## src/rtl/trace_capture_pkg.sv

```systemverilog
package trace_capture_pkg;

  typedef enum logic [2:0] {
    ADDR_DEPTH  = 3'd0,
    ADDR_WIDTH  = 3'd1,
    ADDR_STATUS = 3'd2,
    ADDR_CTRL   = 3'd3,
    ADDR_DATA   = 3'd4,
    ADDR_RDPTR  = 3'd5,
    ADDR_WRPTR  = 3'd6,
    ADDR_COUNT  = 3'd7
  } tcAddr_e;

  // status bit positions (software decodes these)
  localparam int ST_WRAPPED   = 0;
  localparam int ST_TRIGGERED = 1;
  localparam int ST_COMPLETE  = 2;
  localparam int ST_DRAINED   = 3;

  // control -> datapath strobes
  typedef struct packed {
    logic pipeAccept;
    logic ramWrite;
    logic wrPtrLoad;
    logic rdPtrLoad;
    logic rdPtrInc;
    logic rdLatch;
  } tcStrobe_t;

endpackage

```

## src/rtl/trace_capture_ctrl.sv

```systemverilog
module trace_capture_ctrl
  import trace_capture_pkg::*;
#(
  parameter int PORT_BITS = 8,
  parameter int CNT_W     = 16
) (
  input  logic             clk,
  input  logic             rstN,
  input  logic             regEn,
  input  logic             regWrite,
  input  logic [2:0]       regAddr,
  input  logic [31:0]      regWdata,
  input  logic             frameValid,
  input  logic             pipeOutValid,
  input  logic             pipeOutTrig,
  input  logic             pipeEmpty,
  input  logic             wrPtrAtLast,
  output tcStrobe_t        strobe,
  output logic [1:0]       ctrlBits,
  output logic [3:0]       statusBits,
  output logic [CNT_W-1:0] trigCount
);

  localparam bit DEMUX_LEGAL = (PORT_BITS == 8);

  logic enable, demux, wrapped, triggered, complete;
  logic regWr, regRd, ctrlWr, demuxOk, enableRise, countWr;
  logic trigSeen, countDec;
  logic [CNT_W-1:0] nextCount;
  logic unusedWdata;

  assign unusedWdata = ^regWdata[31:CNT_W];

  assign regWr      = regEn & regWrite;
  assign regRd      = regEn & ~regWrite;
  assign ctrlWr     = regWr && (regAddr == ADDR_CTRL);
  assign demuxOk    = DEMUX_LEGAL || !regWdata[1];
  assign enableRise = ctrlWr && demuxOk && regWdata[0] && !enable;
  assign countWr    = regWr && (regAddr == ADDR_COUNT);

  always_comb begin
    strobe            = '0;
    strobe.pipeAccept = frameValid && enable && !complete;
    strobe.ramWrite   = pipeOutValid && !complete;
    strobe.wrPtrLoad  = regWr && (regAddr == ADDR_WRPTR);
    strobe.rdPtrLoad  = regWr && (regAddr == ADDR_RDPTR);
    strobe.rdPtrInc   = regRd && (regAddr == ADDR_DATA);
    strobe.rdLatch    = regRd;
  end

  assign trigSeen  = strobe.ramWrite && (triggered || pipeOutTrig);
  assign countDec  = strobe.ramWrite && triggered && (trigCount != '0);
  assign nextCount = countDec ? trigCount - 1'b1 : trigCount;

  always_ff @(posedge clk or negedge rstN) begin
    if (!rstN) begin
      enable    <= 1'b0;
      demux     <= 1'b0;
      wrapped   <= 1'b0;
      triggered <= 1'b0;
      complete  <= 1'b0;
      trigCount <= '0;
    end else begin
      if (ctrlWr && demuxOk) begin
        enable <= regWdata[0];
        demux  <= regWdata[1];
      end
      if (enableRise) begin
        wrapped   <= 1'b0;
        triggered <= 1'b0;
        complete  <= 1'b0;
      end else begin
        if (strobe.ramWrite && wrPtrAtLast) wrapped <= 1'b1;
        if (strobe.ramWrite && pipeOutTrig) triggered <= 1'b1;
        if (trigSeen && (nextCount == '0)) complete <= 1'b1;
      end
      if (countWr)       trigCount <= regWdata[CNT_W-1:0];
      else if (countDec) trigCount <= nextCount;
    end
  end

  assign ctrlBits = {demux, enable};

  always_comb begin
    statusBits               = '0;
    statusBits[ST_WRAPPED]   = wrapped;
    statusBits[ST_TRIGGERED] = triggered;
    statusBits[ST_COMPLETE]  = complete;
    statusBits[ST_DRAINED]   = complete && pipeEmpty;
  end

endmodule

```

## src/rtl/trace_capture_dp.sv

```systemverilog
module trace_capture_dp
  import trace_capture_pkg::*;
#(
  parameter int DEPTH       = 16,
  parameter int FRAME_W     = 24,
  parameter int PIPE_STAGES = 2,
  parameter int CNT_W       = 16,
  localparam int AW         = $clog2(DEPTH)
) (
  input  logic               clk,
  input  logic               rstN,
  input  tcStrobe_t          strobe,
  input  logic [FRAME_W-1:0] frameData,
  input  logic               frameTrig,
  input  logic [2:0]         regAddr,
  input  logic [31:0]        regWdata,
  input  logic [1:0]         ctrlBits,
  input  logic [3:0]         statusBits,
  input  logic [CNT_W-1:0]   trigCount,
  output logic               pipeOutValid,
  output logic               pipeOutTrig,
  output logic               pipeEmpty,
  output logic               wrPtrAtLast,
  output logic [AW-1:0]      wrPtr,
  output logic [31:0]        regRdata
);

  localparam int LAST = PIPE_STAGES - 1;

  logic [PIPE_STAGES-1:0] pipeVal;
  logic [PIPE_STAGES-1:0] pipeTrg;
  logic [FRAME_W-1:0]     pipeDat [PIPE_STAGES];
  logic [FRAME_W-1:0]     ram [DEPTH];
  logic [AW-1:0]          rdPtr;
  logic [31:0]            readMux;
  logic                   unusedWdata;

  assign unusedWdata = ^regWdata[31:AW];

  // ingress pipeline: valid and trigger carry reset, payload does not
  always_ff @(posedge clk or negedge rstN) begin
    if (!rstN) begin
      pipeVal <= '0;
      pipeTrg <= '0;
    end else begin
      for (int s = PIPE_STAGES - 1; s > 0; s--) begin
        pipeVal[s] <= pipeVal[s-1];
        pipeTrg[s] <= pipeTrg[s-1];
      end
      pipeVal[0] <= strobe.pipeAccept;
      pipeTrg[0] <= strobe.pipeAccept && frameTrig;
    end
  end

  always_ff @(posedge clk) begin
    for (int s = PIPE_STAGES - 1; s > 0; s--) pipeDat[s] <= pipeDat[s-1];
    pipeDat[0] <= frameData;
  end

  assign pipeOutValid = pipeVal[LAST];
  assign pipeOutTrig  = pipeTrg[LAST];
  assign pipeEmpty    = ~|pipeVal;

  // ring storage
  always_ff @(posedge clk) begin
    if (strobe.ramWrite) ram[wrPtr] <= pipeDat[LAST];
  end

  assign wrPtrAtLast = (wrPtr == AW'(DEPTH - 1));

  function automatic logic [AW-1:0] stepPtr(input logic [AW-1:0] p);
    return (p == AW'(DEPTH - 1)) ? '0 : p + 1'b1;
  endfunction

  always_ff @(posedge clk or negedge rstN) begin
    if (!rstN) begin
      wrPtr <= '0;
      rdPtr <= '0;
    end else begin
      if (strobe.wrPtrLoad)     wrPtr <= regWdata[AW-1:0];
      else if (strobe.ramWrite) wrPtr <= stepPtr(wrPtr);
      if (strobe.rdPtrLoad)     rdPtr <= regWdata[AW-1:0];
      else if (strobe.rdPtrInc) rdPtr <= stepPtr(rdPtr);
    end
  end

  always_comb begin
    readMux = '0;
    case (regAddr)
      ADDR_DEPTH:  readMux = 32'(DEPTH);
      ADDR_WIDTH:  readMux = 32'(FRAME_W);
      ADDR_STATUS: readMux[3:0] = statusBits;
      ADDR_CTRL:   readMux[1:0] = ctrlBits;
      ADDR_DATA:   readMux[FRAME_W-1:0] = ram[rdPtr];
      ADDR_RDPTR:  readMux[AW-1:0] = rdPtr;
      ADDR_WRPTR:  readMux[AW-1:0] = wrPtr;
      default:     readMux[CNT_W-1:0] = trigCount;
    endcase
  end

  always_ff @(posedge clk or negedge rstN) begin
    if (!rstN)               regRdata <= '0;
    else if (strobe.rdLatch) regRdata <= readMux;
  end

endmodule

```

## src/rtl/trace_capture_buf.sv

```systemverilog
module trace_capture_buf
  import trace_capture_pkg::*;
#(
  parameter int DEPTH       = 16,
  parameter int FRAME_W     = 24,
  parameter int PIPE_STAGES = 2,
  parameter int PORT_BITS   = 8,
  parameter int CNT_W       = 16,
  localparam int AW         = $clog2(DEPTH)
) (
  input  logic               clk,
  input  logic               rstN,
  input  logic               frameValid,
  input  logic [FRAME_W-1:0] frameData,
  input  logic               frameTrig,
  input  logic               regEn,
  input  logic               regWrite,
  input  logic [2:0]         regAddr,
  input  logic [31:0]        regWdata,
  output logic [31:0]        regRdata
);

  tcStrobe_t        strobe;
  logic [1:0]       ctrlBits;
  logic [3:0]       statusBits;
  logic [CNT_W-1:0] trigCount;
  logic [AW-1:0]    wrPtr;
  logic             pipeOutValid, pipeOutTrig, pipeEmpty, wrPtrAtLast;

  trace_capture_ctrl #(
    .PORT_BITS (PORT_BITS),
    .CNT_W     (CNT_W)
  ) ctrl_i (
    .clk          (clk),
    .rstN         (rstN),
    .regEn        (regEn),
    .regWrite     (regWrite),
    .regAddr      (regAddr),
    .regWdata     (regWdata),
    .frameValid   (frameValid),
    .pipeOutValid (pipeOutValid),
    .pipeOutTrig  (pipeOutTrig),
    .pipeEmpty    (pipeEmpty),
    .wrPtrAtLast  (wrPtrAtLast),
    .strobe       (strobe),
    .ctrlBits     (ctrlBits),
    .statusBits   (statusBits),
    .trigCount    (trigCount)
  );

  trace_capture_dp #(
    .DEPTH       (DEPTH),
    .FRAME_W     (FRAME_W),
    .PIPE_STAGES (PIPE_STAGES),
    .CNT_W       (CNT_W)
  ) dp_i (
    .clk          (clk),
    .rstN         (rstN),
    .strobe       (strobe),
    .frameData    (frameData),
    .frameTrig    (frameTrig),
    .regAddr      (regAddr),
    .regWdata     (regWdata),
    .ctrlBits     (ctrlBits),
    .statusBits   (statusBits),
    .trigCount    (trigCount),
    .pipeOutValid (pipeOutValid),
    .pipeOutTrig  (pipeOutTrig),
    .pipeEmpty    (pipeEmpty),
    .wrPtrAtLast  (wrPtrAtLast),
    .wrPtr        (wrPtr),
    .regRdata     (regRdata)
  );

endmodule

```

## config.mk

```make
export PLATFORM = sky130hd
export DESIGN_NAME = trace_capture_buf
export DESIGN_NICKNAME = d
export VERILOG_FILES = /design/src/rtl/trace_capture_pkg.sv /design/src/rtl/trace_capture_ctrl.sv /design/src/rtl/trace_capture_dp.sv /design/src/rtl/trace_capture_buf.sv
export SDC_FILE = /design/constraint.sdc
export NUM_CORES = 1
export LEC_CHECK = 0
export BUFFER_PORTS_ARGS = -buffer_cell sky130_fd_sc_hd__buf_2
export CORE_MARGIN = 10
export CORE_UTILIZATION = 43
export DETAILED_ROUTE_END_ITERATION = 8
export GPL_ROUTABILITY_DRIVEN = 1
export PLACE_DENSITY_LB_ADDON = 0.2
export SETUP_SLACK_MARGIN = 0.02
export SYNTH_ARGS = -nofsm -noshare
export SYNTH_HDL_FRONTEND = slang
export SYNTH_SLANG_ARGS = --single-unit
export TNS_END_PERCENT = 30
```

## constraint.sdc

```tcl
create_clock -name clk -period 3.2 [get_ports clk]
set_clock_uncertainty 0.15 [all_clocks]
set_input_delay 0.96 -clock clk [delete_from_list [all_inputs] [get_ports clk]]
set_output_delay 0.96 -clock clk [all_outputs]
set_load 0.01 [all_outputs]
```

== Word level (Yosys, flattened, before mapping) ==
Memories as Yosys holds them, arrays and structs flattened.
Index checks and enable logic that the tools add are counted.
Storage, ports and cells
  register bits: 57
  input bits: 65
  word-level logic and storage cells: 84
  output and inout bits: 32
  RAM bits: 432
  memories kept: 2
Memory list
  dp_i.ram: words 16, bits a word 24, rd ports 1, clocked after Yosys merged registers in 0, wr ports 1, line trace_capture_dp.sv:33  | logic [FRAME_W-1:0] ram [DEPTH];
  dp_i.pipeDat: words 2, bits a word 24, rd ports 2, clocked after Yosys merged registers in 0, wr ports 2, line trace_capture_dp.sv:32  | logic [FRAME_W-1:0] pipeDat [PIPE_STAGES];
Operators by class
  equal/unequal tests: 9
  mux-type cells: 21
  $add $sub $neg: 3
  bitwise logic cells: 3
  reduce and logical (&&, ||, !) cells: 35
Operator list (number)
  16-bit two-way mux: 3
  12-bit one-hot mux with 3 select lines: 1
  4-bit two-way mux: 6
  2-bit one-hot mux with 6 select lines: 2
  1-bit logical AND: 18
  16-bit logical NOT: 1
  16-bit nonzero test: 1
  16-bit by 1-bit subtractor with 16-bit output (second input constant): 1
  3-bit equality test (second input constant): 4
  2-bit nonzero test: 6
  4-bit by 1-bit adder with 4-bit output (second input constant): 2
  4-bit equality test (second input constant): 2
  1-bit two-way mux: 8
  8-bit two-way mux: 1
  3-bit by 2-bit equality test with 1-bit output (second input constant): 2
  2-bit OR reduction: 3
  4-bit OR reduction: 1
  3-bit by 1-bit equality test with 1-bit output (second input constant): 1
  1-bit logical NOT: 3
  3-bit logical NOT: 1
  1-bit bitwise AND: 2
  1-bit logical OR: 1
  1-bit inverter: 1

== Longest topological paths before layout ==
Gate-level depths: netlist of run 1.
  depth in word-level cells: 9
  mapped depth: 9

== Cells and area by module ==
From an unflattened synthesis of run 1, not the netlist that was laid out.
Unflattened totals
  cell total of the unflattened synthesis: 1070
  area, all modules: 18878.1 um^2
By module, submodules not included
  trace_capture_dp: times used 1, area an instance 17504.3 um^2, sequential area each 13392.8 um^2, cells each 919
  trace_capture_ctrl: times used 1, area an instance 1373.8 um^2, sequential area each 525.5 um^2, cells each 151

== Worst setup path before layout of run 1 ==
Ideal clock, no wire load.
  path kind: input-to-reg
  from: in regAddr[2]
  to: reg dp_i.rdPtr[0]
  path buffers: 2
  setup time: 0.133 ns
  stages: 6
  data arrival time: 2.389 ns
  path slack: 0.528 ns
  path through: clkbuf_1 -> or3b_2 -> nor2_1 -> buf_2 -> mux2i_1 -> a21oi_1
On the way
  cells in the longest elaborated chain, start to end: 3
Ends and longest elaborated chain
  start: declaration: line trace_capture_buf.sv:18  | input logic [2:0] regAddr,
  3-bit equality test, on equally long branches: line trace_capture_ctrl.sv:46, trace_capture_ctrl.sv:47
  1-bit logical AND, on equally long branches: line trace_capture_ctrl.sv:46, trace_capture_ctrl.sv:47
  4-bit two-way mux / 2-bit nonzero test (equally long branches)
  end signal: assignment: line trace_capture_dp.sv:82  | if (strobe.rdPtrLoad) rdPtr <= regWdata[AW-1:0];
  end signal: assignment: line trace_capture_dp.sv:83  | else if (strobe.rdPtrInc) rdPtr <= stepPtr(rdPtr);
  end: declaration: line trace_capture_dp.sv:34  | logic [AW-1:0] rdPtr;
Parallel ways exist; a longest one is shown, timed or not.
A chain may end at the register's enable or synchronous reset.

== Final worst setup path of run 1 ==
  from: reg dp_i.rdPtr[0]
  to: reg dp_i.regRdata[11]
On the way
  cells in the longest elaborated chain, start to end: 2
Ends and longest elaborated chain
  memory 16 x 24 bit
  12-bit one-hot mux with 3 select lines: line trace_capture_dp.sv:89  | case (regAddr)
  end signal: assignment: line trace_capture_dp.sv:103  | else if (strobe.rdLatch) regRdata <= readMux;
  end: declaration: line trace_capture_dp.sv:25  | output logic [31:0] regRdata
No other way between the ends.

==> flow_summary.toml, run 1 <==
[layout]
final.fill_count = 3503
layout-area-overhead-vs-synth_pct = 16.1
drive_above_1_share_pct = 29.8
finalInstanceArea_um2 = 21700
multi_input_area_um2 = 4490
final_stage_net_count = 1161
antenna-diode-count = 0
layout.area.seq_um2 = 13900
fin_util_pct = 50.4

[global_route]
use_met3_pct = 3.36
via_count_of_the_first_global_routing_pass = 9621
grt_max_degree = 58
globalRouteTotalUtil_pct = 15.8
grt_remaining_overflow = 0
grt_first_pass_wirelength_um = 62200
initial_antenna_violation_count = 1
gr_met2_demand_resource_pct = 25.5
global_route.peak_usage_layer = "met2"
global_route_met1_utilization_pct = 21.7

[pwr]
powerDensity_nw_per_um2 = 797
cellLeakagePower_nw = 7.42
peakVddDrop_uv = 525
p_total_mw = 17.3

[run]
maxcap_viol_count = 0

[clock_tree]
tritoncts = "done"
worst_skew_pair.late_latency_ps = 590
cts_setup_buffers = 0
clk_pin_slew_ps = 60
cts_made_buffers = 50
ctsHtreeMaxLevel = 2
cts.root.buffer_cell = "sky130_fd_sc_hd__clkbuf_16"
cts_repair_resize_count = 0
cts_sinks = 489
cts_hold_buffers = 0
ctsLongestPathBuffers = 3

[synthesis]
post_synth_and_or_nand_nor_area_fraction_pct = 4.08
post_synth_cell_types = 56
yosysTopAreaCell = "sky130_fd_sc_hd__edfxtp_1"
synth_top_cells_by_area = "sky130_fd_sc_hd__edfxtp_1 (62%), sky130_fd_sc_hd__mux4_2 (14%), sky130_fd_sc_hd__dfrtp_1 (7.6%), sky130_fd_sc_hd__dfxtp_1 (5.1%), sky130_fd_sc_hd__a21oi_1 (0.91%)"
yosysSeqAreaShare_pct = 74.4
synth-xor-area-share_pct = 0.562
post_synthesis_cell_count = 963
synth_edf_count = 384
synth_top_family_by_area = "multiplexers"
post_synth_instance_area_um2 = 18700
synth_area_per_inst_um2 = 19.4
synth.mux.area_fraction_pct = 15.2
synthAdderAreaFrac_pct = 0.468
async_reset_ff_share_pct = 11.7
complex_gate_fraction_of_the_synthesized_area_pct = 3.47
synth_warnings = 0
yosys.cell_count.top_type = "sky130_fd_sc_hd__edfxtp_1"
post-synth-top-area-fraction_pct = 61.6
most_used_flip_flop_cell_after_synthesis = "sky130_fd_sc_hd__edfxtp_1"
yosys_register_bits = 489
synth_common_cells = "sky130_fd_sc_hd__edfxtp_1 (384), sky130_fd_sc_hd__mux4_2 (119), sky130_fd_sc_hd__dfrtp_1 (57)"

[detailed_routing]
remaining_drc_errors = 0
totalWireLength_um = 41300
detailedRoute.firstIterationViolations = 751
avgViaCountPerCell = 5.42
vias = 9293
antenna_left = 0
drtPass1Iterations = 7
route.detailed.wl_per_inst_um = 24.0

[setup_path]
worstPathArrival_ps = 3200
startpoint_to_endpoint_class_of_the_critical_path = "flip-flop to flip-flop"
setup.worst_path.end_class = "flip-flop"
cp_common_cell = "sky130_fd_sc_hd__mux4_2"
slowest_delay_ps = 830
worstPathRequired_ps = 3490
path_cells = "buf_12 -> mux4_2 -> mux4_2 -> nor2b_1 -> a21oi_1 -> o21ai_1"
crit_path_top_delay_cell = "sky130_fd_sc_hd__dfrtp_4"
crit_path_start_kind = "flip-flop"
path_max_fanout = 28

[sta]
max_slew_margin_pct = 49.6
worst-slew-pin-transition_ps = 755
max_clock_freq_ghz = 0.343
fin_worst_hold_slack_ps = 172
period_share_pct = 91.0
timing.final.setup_violations = 0
drv_slew = 0
final.setup.tns_ps = 0
period_minus_slack_ps = 2910
hold_violations = 0
setup_repair_after_global_routing_missed_its_margin = "no"

[placed_design]
finalWeightedCongestion = 0.891
hpwlAfterDp_um = 23500
postPlaceCellArea_um2 = 20100
portBuffers = 72

[status]
run_status = "finished clean"

[floorplanning]
core_area_um2 = 43100
start_util_pct = 43.4
io_pins = 97
placement_rows = 76
dieArea_um2 = 52300
die_w_um = 229
die_y_um = 229

[hold_path]
hp-class = "flip-flop to flip-flop"
where the power goes:
| part | total [mW] | switching (mW) | internal [mW] |
|---|---|---|---|
| Sequential | 7.83 | 0.545 | 7.29 |
| Combinational | 3.67 | 1.67 | 2.00 |
| Clock | 5.81 | 2.33 | 3.47 |
metal layers:
metal	up-vias	part of all wire [%]
li1	4112	-
met1	4840	44
met2	275	48
met3	66	5.9
met4	0	1.7
met5	-	0
layout make-up:
type                       count  area share, %
sequential                   489           64.1
multi-input combinational    415           20.7
clock buffer                  78           6.75
timing repair buffer         123           4.00
tap                          585           3.37
clock inverter                16          0.910
inverter                      10          0.173
final timing paths:
| kind | cells after the start | slack (ps) | from | endpoint |
|---|---|---|---|---|
| max in group asynchronous | 2 | 2350 | rstN | dp_i.rdPtr[0] |
| setup reg to reg | 6 | 290 | dp_i.rdPtr[0] | dp_i.regRdata[11] |
| setup / recovery | 6 | 290 | dp_i.rdPtr[0] | dp_i.regRdata[11] |
| hold / removal | 0 | 170 | dp_i.pipeDat[0][18] | dp_i.pipeDat[0][42] |
| min in group asynchronous | 2 | 240 | rstN | dp_i.regRdata[6] |
| hold reg to reg | 0 | 170 | dp_i.pipeDat[0][18] | dp_i.pipeDat[0][42] |
through the flow:
stage	cells	setup slack, ps
3_3_place_gp	1622	258
3_5_place_dp	1622	268
5_1_grt	1716	109
6_report	1716	287
4_1_cts	1716	241
2_1_floorplan	970	528
flip-flops by register name, summed over array words and instances, names as in the netlist:
name,flops
ctrl_i.complete,1
dp_i.rdPtr,4
ctrl_i.enable,1
ctrl_i.wrapped,1
dp_i.regRdata,24
ctrl_i.demux,1
ctrl_i.trigCount,16
dp_i.ram,384
ctrl_i.triggered,1
dp_i.pipeVal,2
dp_i.pipeTrg,2
dp_i.wrPtr,4
dp_i.pipeDat,48
critical path: cells and delay by family (launching register included):
family | cells | cell delay, ps
simple gates | 1 | 190
flops | 1 | 830
mux | 2 | 1080
compound gates | 2 | 210
buf+inv | 1 | 260
cell families (layout without fill, tap and decap cells):
family,Yosys count,in the layout
AO/OA/AOI/OAI,105,105
XOR/XNOR,12,12
adder cells (fa/ha/maj),7,7
buffers and inverters,66,227
flip-flops,489,489
multiplexers,135,135
other,1,8
AND/OR/NAND/NOR,148,148
layout by cell type, fill, tap and decap left out, drive strengths merged, types with 2 or more instances in the layout:
| cell | count |
|---|---|
| a2111oi | 2 |
| a211oi | 2 |
| o31ai | 4 |
| o21ai | 33 |
| or3 | 3 |
| dfrtp | 57 |
| o32ai | 2 |
| buf | 123 |
| mux2i | 7 |
| and3 | 4 |
| xor2 | 3 |
| nand4 | 6 |
| xnor2 | 9 |
| and2 | 20 |
| bufinv | 4 |
| or4 | 2 |
| conb | 8 |
| a22o | 8 |
| mux2 | 9 |
| nor2b | 15 |
| nor2 | 31 |
| o22ai | 3 |
| a21oi | 34 |
| nor4 | 6 |
| edfxtp | 384 |
| a31oi | 3 |
| o211ai | 4 |
| ha | 7 |
| nor3 | 7 |
| nand2b | 4 |
| o21a | 2 |
| inv | 12 |
| and3b | 2 |
| nand3 | 8 |
| clkinv | 10 |
| nand2 | 35 |
| dfxtp | 48 |
| mux4 | 119 |
| nor3b | 3 |
| clkbuf | 78 |
(Power assumes the default switching activity.)
==> inputs of run 2 (changes only) <==
--- a/config.mk
+++ b/config.mk
@@ -5,8 +5,9 @@
 export SDC_FILE = /design/constraint.sdc
 export NUM_CORES = 1
 export LEC_CHECK = 0
+export ABC_AREA = 1
 export BUFFER_PORTS_ARGS = -buffer_cell sky130_fd_sc_hd__buf_2
-export CORE_MARGIN = 10
+export CORE_MARGIN = 2
 export CORE_UTILIZATION = 43
 export DETAILED_ROUTE_END_ITERATION = 8
 export GPL_ROUTABILITY_DRIVEN = 1
==> run 2 against run 1 <==
  * Core utilization decreased by 0.24 points
  * Sequential share of layout area shrank 1.2 points
  * Hold slack got worse by 89 ps
  * Critical path depth rose by 2
  * Clock power about the same
  * Non-clock buffer count fell by 5
  * Cell count increased by 33%
  * Design area is 1.9% higher
  * Sequential power decreased by 6.0%
  * Wire length increased by 18%
  * Critical path type unchanged
  * Critical endpoint unchanged
  * Largest cell class unchanged
==> flow_summary.toml, run 2 <==
[global_route]
initial_antenna_violation_count = 1
grt_max_degree = 99
gr_met2_demand_resource_pct = 33.2
use_met3_pct = 4.12
grt_remaining_overflow = 0
via_count_of_the_first_global_routing_pass = 12200
global_route.peak_usage_layer = "met2"
globalRouteTotalUtil_pct = 21.0
grt_first_pass_wirelength_um = 73700
global_route_met1_utilization_pct = 29.3

[synthesis]
synth_top_cells_by_area = "sky130_fd_sc_hd__edfxtp_1 (60%), sky130_fd_sc_hd__dfrtp_1 (7.4%), sky130_fd_sc_hd__o21ai_0 (5.6%), sky130_fd_sc_hd__nor2_1 (5.3%), sky130_fd_sc_hd__dfxtp_1 (5.0%)"
post_synth_instance_area_um2 = 19200
yosys_register_bits = 489
synth_edf_count = 384
most_used_flip_flop_cell_after_synthesis = "sky130_fd_sc_hd__edfxtp_1"
synth_warnings = 0
yosysTopAreaCell = "sky130_fd_sc_hd__edfxtp_1"
post_synth_cell_types = 44
post-synth-top-area-fraction_pct = 60.1
synth_area_per_inst_um2 = 12.2
synth_common_cells = "sky130_fd_sc_hd__edfxtp_1 (384), sky130_fd_sc_hd__nor2_1 (269), sky130_fd_sc_hd__o21ai_0 (216)"
post_synthesis_cell_count = 1573
yosysSeqAreaShare_pct = 72.6
async_reset_ff_share_pct = 11.7
yosys.cell_count.top_type = "sky130_fd_sc_hd__edfxtp_1"

[clock_tree]
cts_repair_resize_count = 0
cts_made_buffers = 52
cts.root.buffer_cell = "sky130_fd_sc_hd__clkbuf_16"
cts_hold_buffers = 0
tritoncts = "done"
clk_pin_slew_ps = 60
ctsHtreeMaxLevel = 2
cts_setup_buffers = 0
cts_sinks = 489
worst_skew_pair.late_latency_ps = 590
ctsLongestPathBuffers = 3

[layout]
final_cell_mix = "sky130_fd_sc_hd__edfxtp_1 (384), sky130_fd_sc_hd__nor2_1 (253), sky130_fd_sc_hd__o21ai_0 (216)"
final_stage_net_count = 1725
fin_util_pct = 50.2
drive_above_1_share_pct = 13.7
layout-area-overhead-vs-synth_pct = 15.5
final_common_cell = "sky130_fd_sc_hd__edfxtp_1"
finalInstanceArea_um2 = 22100
regMostFlops = "dp_i.ram"
reg_top3 = "dp_i.ram: 384 flops, dp_i.pipeDat: 48 flops, dp_i.regRdata: 24 flops"
largest_reg_flops = 384
instances_no_fill = 2290

[floorplanning]
die_y_um = 215
start_util_pct = 43.4
dieArea_um2 = 46300
placement_rows = 77
io_pins = 97
die_w_um = 215
core_area_um2 = 44100

[placed_design]
postPlaceCellArea_um2 = 20500
finalWeightedCongestion = 0.877
hpwlAfterDp_um = 27200
portBuffers = 72
placed_cells = 2191

[sta]
drv_slew = 0
worst-slew-pin-transition_ps = 807
period_minus_slack_ps = 2550
setup_repair_after_global_routing_missed_its_margin = "no"
hold_violations = 0
timing.final.setup_violations = 0
max_clock_freq_ghz = 0.392
final.setup.tns_ps = 0
max_slew_margin_pct = 46.1
period_share_pct = 79.6

[pwr]
internal_power_mw = 11.5
cellLeakagePower_nw = 7.90
peakVddDrop_uv = 435
seq_power_share_pct = 44.3
p_total_mw = 16.6
powerDensity_nw_per_um2 = 751
power.switching_fraction_pct = 30.6
clkPwrFrac_pct = 35.0
net-switching-power_mw = 5.08
power_frac_comb_pct = 20.7

[detailed_routing]
vias = 12500
antenna_left = 0
detailedRoute.firstIterationViolations = 1380
remaining_drc_errors = 0
drtPass1Iterations = 5
totalWireLength_um = 48600
route.detailed.wl_per_inst_um = 21.2
avgViaCountPerCell = 5.47

[setup_path]
startpoint_to_endpoint_class_of_the_critical_path = "flip-flop to flip-flop"
crit_path_top_delay_cell = "sky130_fd_sc_hd__dfrtp_4"
path_cells = "inv_4 -> buf_4 -> o21ai_0 -> o221ai_1 -> o21ai_0 -> o22ai_1 -> nand2_1 -> o311ai_1"
path_max_fanout = 27
timing.critical_path.buf_inv = 2
worstPathArrival_ps = 2880
crit_path_start_kind = "flip-flop"
critPathTopFamily = "compound AO/OA/AOI/OAI gates"
worstPathRequired_ps = 3530
setup.worst_path.end_class = "flip-flop"
cp_common_cell = "sky130_fd_sc_hd__o21ai_0"
slowest_delay_ps = 620

[run]
maxcap_viol_count = 0

[status]
run_status = "finished clean"

[hold_path]
hp-class = "input pin to asynchronous set/reset pin"
run 2: cell type report:
class / count / area (um2)
Fill cell: 3922 / 22000
Sequential cell: 489 / 13900
Multi-Input combinational cell: 944 / 4770
Clock buffer: 79 / 1540
Timing Repair Buffer: 118 / 843
Tap cell: 592 / 741
Inverter: 48 / 183
Clock inverter: 19 / 138
Antenna cell: 1 / 2.50
run 2: worst paths after layout:
path	start	endpoint	slack, ps	cells after the start
max	dp_i.rdPtr[0]	dp_i.regRdata[11]	650	8
min	rstN	dp_i.regRdata[21]	80	1
max reg2reg	dp_i.rdPtr[0]	dp_i.regRdata[11]	650	8
min reg2reg	dp_i.pipeDat[0][1]	dp_i.pipeDat[0][25]	170	0
max in group asynchronous	rstN	dp_i.rdPtr[0]	2260	2
min in group clk	dp_i.pipeDat[0][1]	dp_i.pipeDat[0][25]	170	0
run 2: through the flow:
| stage | hold slack, ps | setup WS (ps) |
|---|---|---|
| floorplan | 160 | 720 |
| global placement | 161 | 572 |
| detailed placement | 162 | 537 |
| CTS | 60.0 | 659 |
| global route | 67.3 | 438 |
| finish | 83.1 | 651 |
run 2: layer usage:
layer | vias to the layer above | share of wire, %
met2 | 460 | 46
li1 | 5842 | -
met5 | - | 0
met3 | 75 | 7.6
met1 | 6138 | 44
met4 | 0 | 2.8
run 2: cell families (layout without fill, tap and decap cells):
kind of cell             after synthesis  count (layout)  share of synthesized area [%]
AO/OA/AOI/OAI                        386             386                           12.1
XOR/XNOR                               6               6                          0.274
adder cells (fa/ha/maj)                7               7                          0.457
buffers and inverters                147             264                           3.26
flip-flops                           489             489                           72.6
other                                  1               9                         0.0196
AND/OR/NAND/NOR                      537             537                           11.3
run 2: power groups by stage:
| stage | combinational, mW | sequential, mW | clock [mW] |
|---|---|---|---|
| final | 3.45 | 7.36 | 5.81 |
| after global placement | 3.34 | 7.49 | 0 |
| after detailed placement | 3.40 | 7.49 | 0 |
| after CTS | 3.42 | 7.36 | 5.95 |
| after floorplan | 2.20 | 7.36 | 0 |
| after global routing | 3.81 | 7.40 | 6.21 |
==> inputs of run 3 (changes only) <==
--- a/config.mk
+++ b/config.mk
@@ -5,7 +5,7 @@
 export SDC_FILE = /design/constraint.sdc
 export NUM_CORES = 1
 export LEC_CHECK = 0
-export ABC_AREA = 1
+export ABC_AREA = 0
 export BUFFER_PORTS_ARGS = -buffer_cell sky130_fd_sc_hd__buf_2
 export CORE_MARGIN = 2
 export CORE_UTILIZATION = 43
==> constraint.sdc (replaced) <==
create_clock -name clk -period 2.7 [get_ports clk]
set_clock_uncertainty 0.15 [all_clocks]
set_input_delay 0.81 -clock clk [delete_from_list [all_inputs] [get_ports clk]]
set_output_delay 0.81 -clock clk [all_outputs]
set_load 0.01 [all_outputs]
==> run 3 against run 2 <==
  * Combinational power rose by 34%
  * Clock power is 21% higher
  * Critical path depth is the same
  * Core utilization increased by 1.0 points
  * Design area decreased by 0.55%
  * Non-clock buffer count is 18 higher
  * Global-route usage fell by 2.4 points
  * Die area is 2.4% lower
  * Fmax fell by 1.9%
  * Via count down 26%
  * Largest cell class unchanged
==> flow_summary.toml, run 3 (synthesis gave the netlist of run 1 again) <==
[global_route]
gr_met2_demand_resource_pct = 30.3
use_met3_pct = 3.74
initial_antenna_violation_count = 2
grt_remaining_overflow = 0
globalRouteTotalUtil_pct = 18.6
grt_max_degree = 58
via_count_of_the_first_global_routing_pass = 9428
global_route_met1_utilization_pct = 25.8
grt_first_pass_wirelength_um = 60600
global_route.peak_usage_layer = "met2"

[pwr]
p_total_mw = 20.8
powerDensity_nw_per_um2 = 944
cellLeakagePower_nw = 7.52
peakVddDrop_uv = 446

[setup_path]
crit_path_start_kind = "flip-flop"
setup.worst_path.end_class = "flip-flop"
timing.critical_path.buf_inv = 2
crit_path_top_delay_cell = "sky130_fd_sc_hd__mux4_2"
startpoint_to_endpoint_class_of_the_critical_path = "flip-flop to flip-flop"
path_max_fanout = 5
path_cells = "buf_4 -> buf_12 -> mux4_2 -> mux4_2 -> nand2b_1 -> a21oi_1 -> a211oi_1 -> a21oi_1"
worstPathArrival_ps = 2900
slowest_delay_ps = 540
worstPathRequired_ps = 3010
critPathTopFamily = "multiplexers"

[sta]
final.setup.tns_ps = 0
hold_violations = 0
fin_worst_hold_slack_ps = 64.3
period_share_pct = 96.2
setup_slack_ps = 102
max_slew_margin_pct = 64.4
drv_slew = 0
max_clock_freq_ghz = 0.385
period_minus_slack_ps = 2600
worst-slew-pin-transition_ps = 533
setup_repair_after_global_routing_missed_its_margin = "yes"
timing.final.setup_violations = 0

[clock_tree]
cts_hold_buffers = 0
tritoncts = "done"
ctsLongestPathBuffers = 3
clk_pin_slew_ps = 60
cts_made_buffers = 51
cts_repair_resize_count = 0
ctsHtreeMaxLevel = 2
cts.root.buffer_cell = "sky130_fd_sc_hd__clkbuf_16"
cts_sinks = 489
cts_setup_buffers = 0
worst_skew_pair.late_latency_ps = 590

[floorplanning]
io_pins = 97
die_w_um = 213
dieArea_um2 = 45200
start_util_pct = 43.5
die_y_um = 213
core_area_um2 = 43000
placement_rows = 76

[layout]
reg_top3 = "dp_i.ram: 384 flops, dp_i.pipeDat: 48 flops, dp_i.regRdata: 24 flops"
drive_above_1_share_pct = 30.3
layout.area.seq_um2 = 13900
final_stage_net_count = 1175
layout-area-overhead-vs-synth_pct = 17.7
multi_input_area_um2 = 4490
final_cell_mix = "sky130_fd_sc_hd__edfxtp_1 (384), sky130_fd_sc_hd__mux4_2 (119), sky130_fd_sc_hd__buf_2 (72)"
final_common_cell = "sky130_fd_sc_hd__edfxtp_1"
regMostFlops = "dp_i.ram"
antenna-diode-count = 0
final.fill_count = 3498
largest_reg_flops = 384

[detailed_routing]
route.detailed.wl_per_inst_um = 23.5
drtPass1Iterations = 5
detailedRoute.firstIterationViolations = 851
antenna_left = 0
avgViaCountPerCell = 5.31
totalWireLength_um = 40600
vias = 9200
remaining_drc_errors = 0

[placed_design]
portBuffers = 72
finalWeightedCongestion = 0.901
place_ws_ps = 104
hpwlAfterDp_um = 23500

[status]
run_status = "finished clean"

[hold_path]
hp-class = "input pin to asynchronous set/reset pin"

[run]
maxcap_viol_count = 0
[run 3: worst paths after layout]
kind                               startpoint                  end  slack (ps)  depth (start not counted)
min reg2reg                dp_i.pipeDat[0][8]  dp_i.pipeDat[0][32]         170                          0
min in group clk                frameData[22]  dp_i.pipeDat[0][22]         160                          1
max in group asynchronous                rstN        dp_i.rdPtr[1]        2010                          2
max                             dp_i.rdPtr[0]     dp_i.regRdata[4]         100                          8
max reg2reg                     dp_i.rdPtr[0]     dp_i.regRdata[4]         100                          8
min                                      rstN     dp_i.regRdata[7]          60                          2
[run 3: through the flow]
step	cell area [um2]	cells	util [%]
6_report	22000	1731	51.2
5_1_grt	22000	1731	51.2
4_1_cts	22000	1731	51.2
3_5_place_dp	20300	1635	47.3
3_3_place_gp	20300	1635	47.3
2_1_floorplan	18700	970	-
[run 3: routing by layer]
layer	wire, um	vias to the layer above
li1	-	4140
met1	17900	4762
met2	19600	248
met3	2310	50
met4	695	0
met5	0	-
[run 3: power breakdown]
| group | internal, mW | switching [mW] |
|---|---|---|
| combinational | 2.48 | 2.14 |
| clock | 4.14 | 2.89 |
| sequential | 8.64 | 0.501 |
[run 3: final cells by class]
type / instances / share of cell area, %
Clock buffer: 65 / 6.17
Clock inverter: 31 / 1.44
Inverter: 10 / 0.170
Multi-Input combinational cell: 415 / 20.4
Sequential cell: 489 / 63.2
Tap cell: 585 / 3.32
Timing Repair Buffer: 136 / 5.26
